<file path="src/rtl/srs_pkg.sv">
package srs_pkg;
  localparam int SEL_W    = 3;
  localparam int NUM_IO   = 4;
  localparam int DIV_LSB  = 8;
  localparam logic [SEL_W-1:0] TAP_SEL = 3'd7;
  localparam logic [1:0] A_CFG  = 2'd0;
  localparam logic [1:0] A_DATA = 2'd1;
  localparam logic [1:0] A_TMS  = 2'd2;
  localparam logic [1:0] A_STAT = 2'd3;
endpackage

</file>
<file path="src/rtl/srs_tck_div.sv">
module srs_tck_div #(
  parameter int DIV_W = 8
) (
  input  logic             clk,
  input  logic             rst_n,
  input  logic             run,
  input  logic [DIV_W-1:0] div,
  output logic             tck,
  output logic             rise,
  output logic             fall
);
  logic [DIV_W-1:0] cnt_q, cnt_d;
  logic             tck_q, tck_d;
  logic             hit;

  always_comb begin
    hit   = run && (cnt_q == div);
    cnt_d = cnt_q;
    tck_d = tck_q;
    if (!run) begin
      cnt_d = '0;
      tck_d = 1'b0;
    end else if (hit) begin
      cnt_d = '0;
      tck_d = ~tck_q;
    end else begin
      cnt_d = cnt_q + 1'b1;
    end
  end

  always_ff @(posedge clk or negedge rst_n) begin
    if (!rst_n) begin
      cnt_q <= '0;
      tck_q <= 1'b0;
    end else begin
      cnt_q <= cnt_d;
      tck_q <= tck_d;
    end
  end

  assign tck  = tck_q;
  assign rise = hit & ~tck_q;
  assign fall = hit & tck_q;

  AST_TCK_IDLE: assert property (@(posedge clk) disable iff (!rst_n) !run |-> !tck_q);
endmodule

</file>
<file path="src/rtl/srs_shifter.sv">
module srs_shifter #(
  parameter int DATA_W = 8
) (
  input  logic              clk,
  input  logic              rst_n,
  input  logic              start,
  input  logic [DATA_W-1:0] tx_word,
  input  logic [DATA_W-1:0] tms_word,
  input  logic              rise,
  input  logic              fall,
  input  logic              tdo,
  output logic              busy,
  output logic              tdi,
  output logic              tms,
  output logic [DATA_W-1:0] rx_word
);
  localparam int CNT_W = $clog2(DATA_W + 1);

  logic [DATA_W-1:0] dat_q, dat_d, tms_q, tms_d, rx_q, rx_d;
  logic [CNT_W-1:0]  cnt_q, cnt_d;
  logic              busy_q, busy_d;

  always_comb begin
    dat_d  = dat_q;
    tms_d  = tms_q;
    rx_d   = rx_q;
    cnt_d  = cnt_q;
    busy_d = busy_q;
    if (start) begin
      dat_d  = tx_word;
      tms_d  = tms_word;
      cnt_d  = CNT_W'(DATA_W);
      busy_d = 1'b1;
    end else if (busy_q) begin
      if (rise) rx_d = {tdo, rx_q[DATA_W-1:1]};
      if (fall) begin
        dat_d = dat_q >> 1;
        tms_d = tms_q >> 1;
        cnt_d = cnt_q - 1'b1;
        if (cnt_q == CNT_W'(1)) busy_d = 1'b0;
      end
    end
  end

  always_ff @(posedge clk or negedge rst_n) begin
    if (!rst_n) begin
      dat_q  <= '0;
      tms_q  <= '0;
      rx_q   <= '0;
      cnt_q  <= '0;
      busy_q <= 1'b0;
    end else begin
      dat_q  <= dat_d;
      tms_q  <= tms_d;
      rx_q   <= rx_d;
      cnt_q  <= cnt_d;
      busy_q <= busy_d;
    end
  end

  assign busy    = busy_q;
  assign tdi     = dat_q[0];
  assign tms     = tms_q[0];
  assign rx_word = rx_q;

  AST_BUSY_HOLD: assert property (@(posedge clk) disable iff (!rst_n) busy_q && !fall |=> busy_q);
  AST_DATA_STABLE_HIGH: assert property (@(posedge clk) disable iff (!rst_n) busy_q && !fall && !start |=> $stable(dat_q[0]));
endmodule

</file>
<file path="src/rtl/srs_router.sv">
module srs_router #(
  parameter int NUM_IO = 4,
  parameter int SEL_W  = 3
) (
  input  logic              clk,
  input  logic              rst_n,
  input  logic [SEL_W-1:0]  sel,
  input  logic              busy,
  input  logic              tck,
  input  logic              tdi,
  input  logic              tms,
  input  logic              bridge_en,
  input  logic              cfg_io_override,
  input  logic              ext_tck,
  input  logic              ext_tms,
  input  logic              ext_tdi,
  output logic              ext_tdo,
  output logic [NUM_IO-1:0] io_tck,
  output logic [NUM_IO-1:0] io_tdi,
  output logic              tap_tck,
  output logic              tap_tms,
  output logic              tap_tdi,
  input  logic              tap_tdo
);
  import srs_pkg::*;

  logic tap_own;

  for (genvar g = 0; g < NUM_IO; g++) begin : g_io
    logic own;
    assign own       = busy && (sel == SEL_W'(g)) && !cfg_io_override;
    assign io_tck[g] = own & tck;
    assign io_tdi[g] = own & tdi;
  end

  assign tap_own = busy && (sel == TAP_SEL);
  assign tap_tck = bridge_en ? (tap_own & tck) : ext_tck;
  assign tap_tms = bridge_en ? (tap_own & tms) : ext_tms;
  assign tap_tdi = bridge_en ? (tap_own & tdi) : ext_tdi;
  assign ext_tdo = tap_tdo;

  AST_OVERRIDE_QUIET: assert property (@(posedge clk) disable iff (!rst_n)
    cfg_io_override |-> (io_tck == '0) && (io_tdi == '0));
  AST_UNCONNECTED_QUIET: assert property (@(posedge clk) disable iff (!rst_n)
    (sel > SEL_W'(NUM_IO - 1)) && (sel != TAP_SEL) |-> (io_tck == '0) && !(bridge_en && tap_tck));
endmodule

</file>
<file path="src/rtl/scan_route_ser.sv">
module scan_route_ser #(
  parameter int DATA_W = 8,
  parameter int DIV_W  = 8,
  parameter int BUS_W  = 16
) (
  input  logic             clk,
  input  logic             rst_n,
  input  logic             wr_en,
  input  logic [1:0]       wr_addr,
  input  logic [BUS_W-1:0] wr_data,
  input  logic [1:0]       rd_addr,
  output logic [BUS_W-1:0] rd_data,
  input  logic             bridge_en,
  input  logic             cfg_io_override,
  input  logic             ext_tck,
  input  logic             ext_tms,
  input  logic             ext_tdi,
  output logic             ext_tdo,
  output logic [3:0]       io_tck,
  output logic [3:0]       io_tdi,
  output logic             tap_tck,
  output logic             tap_tms,
  output logic             tap_tdi,
  input  logic             tap_tdo
);
  import srs_pkg::*;

  logic [SEL_W-1:0]  sel_q, sel_d;
  logic [DIV_W-1:0]  div_q, div_d;
  logic [DATA_W-1:0] tms_q, tms_d;
  logic              err_q, err_d;
  logic              busy, tck, rise, fall, sh_tdi, sh_tms;
  logic [DATA_W-1:0] rx_word;
  logic              wr_cfg, wr_dat, wr_tms, wr_stat, chain_ok, start, drop;

  assign wr_cfg   = wr_en && (wr_addr == A_CFG);
  assign wr_dat   = wr_en && (wr_addr == A_DATA);
  assign wr_tms   = wr_en && (wr_addr == A_TMS);
  assign wr_stat  = wr_en && (wr_addr == A_STAT);
  assign chain_ok = ((sel_q < SEL_W'(NUM_IO)) && !cfg_io_override) ||
                    ((sel_q == TAP_SEL) && bridge_en);
  assign start    = wr_dat && !busy && chain_ok;
  assign drop     = (busy && (wr_cfg || wr_dat || wr_tms)) || (wr_dat && !busy && !chain_ok);

  always_comb begin
    sel_d = sel_q;
    div_d = div_q;
    tms_d = tms_q;
    err_d = err_q;
    if (wr_cfg && !busy) begin
      sel_d = wr_data[SEL_W-1:0];
      div_d = wr_data[DIV_LSB +: DIV_W];
    end
    if (wr_tms && !busy) tms_d = wr_data[DATA_W-1:0];
    if (drop)                      err_d = 1'b1;
    else if (wr_stat && wr_data[1]) err_d = 1'b0;
  end

  always_ff @(posedge clk or negedge rst_n) begin
    if (!rst_n) begin
      sel_q <= '0;
      div_q <= '0;
      tms_q <= '0;
      err_q <= 1'b0;
    end else begin
      sel_q <= sel_d;
      div_q <= div_d;
      tms_q <= tms_d;
      err_q <= err_d;
    end
  end

  always_comb begin
    rd_data = '0;
    case (rd_addr)
      A_CFG: begin
        rd_data[SEL_W-1:0]         = sel_q;
        rd_data[DIV_LSB +: DIV_W]  = div_q;
      end
      A_DATA:  rd_data[DATA_W-1:0] = rx_word;
      A_TMS:   rd_data[DATA_W-1:0] = tms_q;
      default: rd_data[1:0]        = {err_q, busy};
    endcase
  end

  srs_tck_div #(.DIV_W(DIV_W)) i_div (
    .clk(clk), .rst_n(rst_n), .run(busy), .div(div_q),
    .tck(tck), .rise(rise), .fall(fall)
  );

  srs_shifter #(.DATA_W(DATA_W)) i_shift (
    .clk(clk), .rst_n(rst_n), .start(start), .tx_word(wr_data[DATA_W-1:0]),
    .tms_word(tms_q), .rise(rise), .fall(fall), .tdo(tap_tdo),
    .busy(busy), .tdi(sh_tdi), .tms(sh_tms), .rx_word(rx_word)
  );

  srs_router #(.NUM_IO(NUM_IO), .SEL_W(SEL_W)) i_route (
    .clk(clk), .rst_n(rst_n), .sel(sel_q), .busy(busy), .tck(tck),
    .tdi(sh_tdi), .tms(sh_tms), .bridge_en(bridge_en),
    .cfg_io_override(cfg_io_override), .ext_tck(ext_tck), .ext_tms(ext_tms),
    .ext_tdi(ext_tdi), .ext_tdo(ext_tdo), .io_tck(io_tck), .io_tdi(io_tdi),
    .tap_tck(tap_tck), .tap_tms(tap_tms), .tap_tdi(tap_tdi), .tap_tdo(tap_tdo)
  );

  AST_DROP_SETS_ERR: assert property (@(posedge clk) disable iff (!rst_n)
    wr_en && (wr_addr == A_DATA) && busy |=> err_q);
  AST_ERR_STICKY: assert property (@(posedge clk) disable iff (!rst_n)
    err_q && !(wr_en && (wr_addr == A_STAT) && wr_data[1]) |=> err_q);
  AST_BUSY_FROM_WRITE: assert property (@(posedge clk) disable iff (!rst_n)
    $rose(busy) |-> $past(wr_en && (wr_addr == A_DATA)));
  AST_CFG_FROZEN: assert property (@(posedge clk) disable iff (!rst_n)
    busy |=> $stable(sel_q) && $stable(div_q));
endmodule

</file>
<file path="config.mk">
export PLATFORM = sky130hd
export DESIGN_NAME = scan_route_ser
export DESIGN_NICKNAME = d
export VERILOG_FILES = /design/src/rtl/srs_pkg.sv /design/src/rtl/srs_tck_div.sv /design/src/rtl/srs_shifter.sv /design/src/rtl/srs_router.sv /design/src/rtl/scan_route_ser.sv
export SDC_FILE = /design/constraint.sdc
export NUM_CORES = 1
export LEC_CHECK = 0
export CAP_MARGIN = 25
export CELL_PAD_IN_SITES_DETAIL_PLACEMENT = 0
export CELL_PAD_IN_SITES_GLOBAL_PLACEMENT = 2
export CORE_MARGIN = 2
export CORE_UTILIZATION = 32
export CTS_BUF_LIST = sky130_fd_sc_hd__clkbuf_2 sky130_fd_sc_hd__clkbuf_4 sky130_fd_sc_hd__clkbuf_8
export DETAILED_ROUTE_END_ITERATION = 7
export PLACE_DENSITY = 0.89
export SYNTH_ARGS = -nofsm -noshare
export SYNTH_HDL_FRONTEND = slang
export SYNTH_HIERARCHICAL = 1
export SYNTH_SLANG_ARGS = --single-unit
</file>
<file path="constraint.sdc">
create_clock -name clk -period 1.85 [get_ports clk]
set_input_delay 0.37 -clock clk [delete_from_list [all_inputs] [get_ports clk]]
set_output_delay 0.37 -clock clk [all_outputs]
set_load 0.02 [all_outputs]
</file>
==> impl_metrics.ini <==
[timing]
rsz0062_at_grt = yes
report.final.slew_viol_count = 0
finClkSkew_ns = 0.00841
fin_ws_ns = -0.0501
period_share_pct = 103
worst_pin_slew_ns = 0.464
setup-violations-final = 8
hold_viol = 0
fmax_ghz = 0.526
min_period_ns = 1.90
relSlewSlack_pct = 69.1

[yosys]
synthCells = 271
ys_seq_elements = 58
netlist_area_sq_um = 3060
synth.yosys.seq_area_share_pct = 47.4
synth_area_per_cell_sq_um = 11.3
ys_types = 42
synthesis.nets = 307
ys_warn_count = 6

[worst_setup_path]
worstPathArrival_ns = 2.12
critPathKind = flip-flop to flip-flop
end_kind = flip-flop
cp.required_ns = 2.07
critPathMaxFanout = 8
crit_path_start_kind = flip-flop
r2r_slack_ns = -0.05

[layout]
fin_area_sq_um = 4330
antenna_cells = 0
num-nets-final = 413
drive_gt1_share_pct = 38.5
layout_commonest_cell = dfrtp_1
final_cell_mix = dfrtp_1 (55), buf_4 (47), nand2_1 (27), clkdlybuf4s50_1 (24), buf_2 (18)
area_delta_synth_final_pct = 41.3

[global_route]
grt.overflow.total = 0
grt_max_degree = 41
grt_pass1_vias = 2250
antenna_found_initial = 0
grt_pass1_wl_microns = 11300
grt_util_all_layers_pct = 14.1

[drt]
ant_nets = 0
drtIter0Drc = 77
vias = 2314
vias_per_cell = 4.53
drc = 0
drtPass1Iterations = 4
totalWireLength_microns = 6820
avgRoutedWirePerCell_microns = 13.3

[die]
die_w_microns = 102
ios = 57
dieArea_sq_um = 10400
rows = 35
start_util_pct = 33.0
core-area_sq_um = 9280
die_h_microns = 102

[run_status]
violations = setup timing
run_status = complete, but fails checks

[power]
powerDensity_nw_per_um2 = 1230
vdd_ir_drop_max_uv = 487
power.leakage_nw = 2.02
power.total_mw = 5.31

[clock_tree]
htree_levels = 3
clk_pin_slew_ns = 0.06
cts_tree = yes
cts-root-buf = clkbuf_8
cts_buffers = 9
clk_path_buf_depth = 2
worstSkewPairLatency_ns = 0.34
cts_sinks = 58

[hold_path]
min_path_type = flip-flop to flip-flop

[placed_design]
post_dp_cell_area_sq_um = 4050
place_hpwl_microns = 4920
port_buffers = 56
globalplace.congestion = 0.841

[run]
maxCapViolations = 0
==> critical path: stages (launching register included) <==
cell and delay [ns]:
dfrtp_1 0.39, xnor2_1 0.18, nand4_1 0.12, buf_4 0.17
nor4b_2 0.30, buf_4 0.18, nand3b_4 0.14, mux2_2 0.31
==> per-layer routing <==
metal | track usage (%) | share of wire [%] | routed length [microns] | up-vias
li1 | - | - | - | 1155
met1 | 20.0 | 49 | 3370 | 1090
met2 | 20.9 | 44 | 3020 | 58
met3 | 3.28 | 4.8 | 330 | 11
met4 | 5.85 | 1.4 | 93 | 0
met5 | 0 | 0 | 0 | -
==> metrics by stage <==
stage | utilization [%] | setup TNS (ns) | hold WS, ns | setup WS, ns | cells
finish | 46.6 | -0.335 | 0.510 | -0.0501 | 511
global route | 46.6 | -1.17 | 0.553 | -0.132 | 511
CTS | 46.5 | -0.0194 | 0.512 | -0.0137 | 505
detailed placement | 43.6 | -20.93 | 0.354 | -0.728 | 486
global placement | 43.6 | -19.73 | 0.349 | -0.677 | 486
floorplan | - | 0 | 0.0744 | 0.0210 | 271
==> where the power goes <==
| group | internal [mW] | leakage [nW] | switching [mW] | total [mW] |
|---|---|---|---|---|
| Combinational | 1.11 | 1.21 | 0.803 | 1.92 |
| Sequential | 1.77 | 0.708 | 0.414 | 2.18 |
| Clock | 0.708 | 0.102 | 0.508 | 1.22 |
| Total | 3.59 | 2.02 | 1.73 | 5.31 |
==> what timing repair did <==
item / 4_1_cts / 5_1_grt
pin swaps: 5 / 6
hold endpoints to repair: 18 / 0
endpoints found under the setup margin: 51 / 63
gates resized for setup: 112 / 30
buffers inserted: 2 / 6
hold buffers: 1 / 0
==> final timing paths <==
| check | cells after the start | startpoint | endpoint |
|---|---|---|---|
| setup / recovery | 7 | div_q[4] | i_shift/rx_word[4] |
| hold / removal | 1 | i_shift/rx_word[0] | i_shift/rx_word[0] |
| setup reg to reg | 7 | div_q[4] | i_shift/rx_word[4] |
| hold reg to reg | 1 | i_shift/rx_word[0] | i_shift/rx_word[0] |
| max in group asynchronous | 3 | rst_n | i_shift/busy |
| min in group asynchronous | 2 | rst_n | div_q[0] |
==> sequential cells by signal, summed over array words and instances (netlist names), 3 cells and up <==
signal / count
i_div/cnt_q: 8
i_shift/tms_q: 8
i_shift/dat_q: 8
i_shift/cnt_q: 4
div_q: 8
sel_q: 3
tms_q: 8
i_shift/rx_word: 8
==> cell type report <==
| class | count | area (sq um) |
|---|---|---|
| clock buffers | 12 | 159 |
| clock inverters | 4 | 50.0 |
| fillers | 900 | 4950 |
| inverters | 10 | 37.5 |
| multi-input cells | 191 | 1560 |
| flip-flops and latches | 58 | 1460 |
| well taps | 129 | 161 |
| repair buffers | 107 | 905 |
==> Yosys cell counts (all sizes together) <==
library cell | number | share of area, %
a21o | 1 | 0.25
a21oi | 3 | 0.49
a222oi | 3 | 0.98
a22oi | 5 | 1.2
a311oi | 1 | 0.29
and2 | 9 | 1.8
and3 | 3 | 0.61
buf | 6 | 1.7
clkbuf | 6 | 0.74
dfrtp | 58 | 47
ha | 7 | 2.9
inv | 10 | 1.2
mux2 | 27 | 11
mux2i | 17 | 5.6
nand2 | 28 | 4.0
nand2b | 3 | 0.61
nand3 | 3 | 0.49
nand3b | 1 | 0.65
nand4 | 5 | 1.2
nand4bb | 3 | 1.8
nor2 | 18 | 2.2
nor2b | 7 | 1.7
nor3 | 3 | 0.65
nor3b | 1 | 0.41
nor4b | 1 | 0.29
nor4bb | 1 | 0.33
o21ai | 19 | 3.3
o22ai | 4 | 0.82
or3 | 1 | 0.37
or3b | 1 | 0.29
xnor2 | 11 | 3.1
xor2 | 5 | 1.4
==> cell families after synthesis <==
group	count (synthesis)	synth area share, %
xor+xnor	16	4.58
buf+inv	22	3.68
flops	58	47.4
simple gates	88	17.4
compound gates	36	7.39
mux	44	16.7
fa+ha+maj	7	2.86
(Power assumes the default switching activity.)
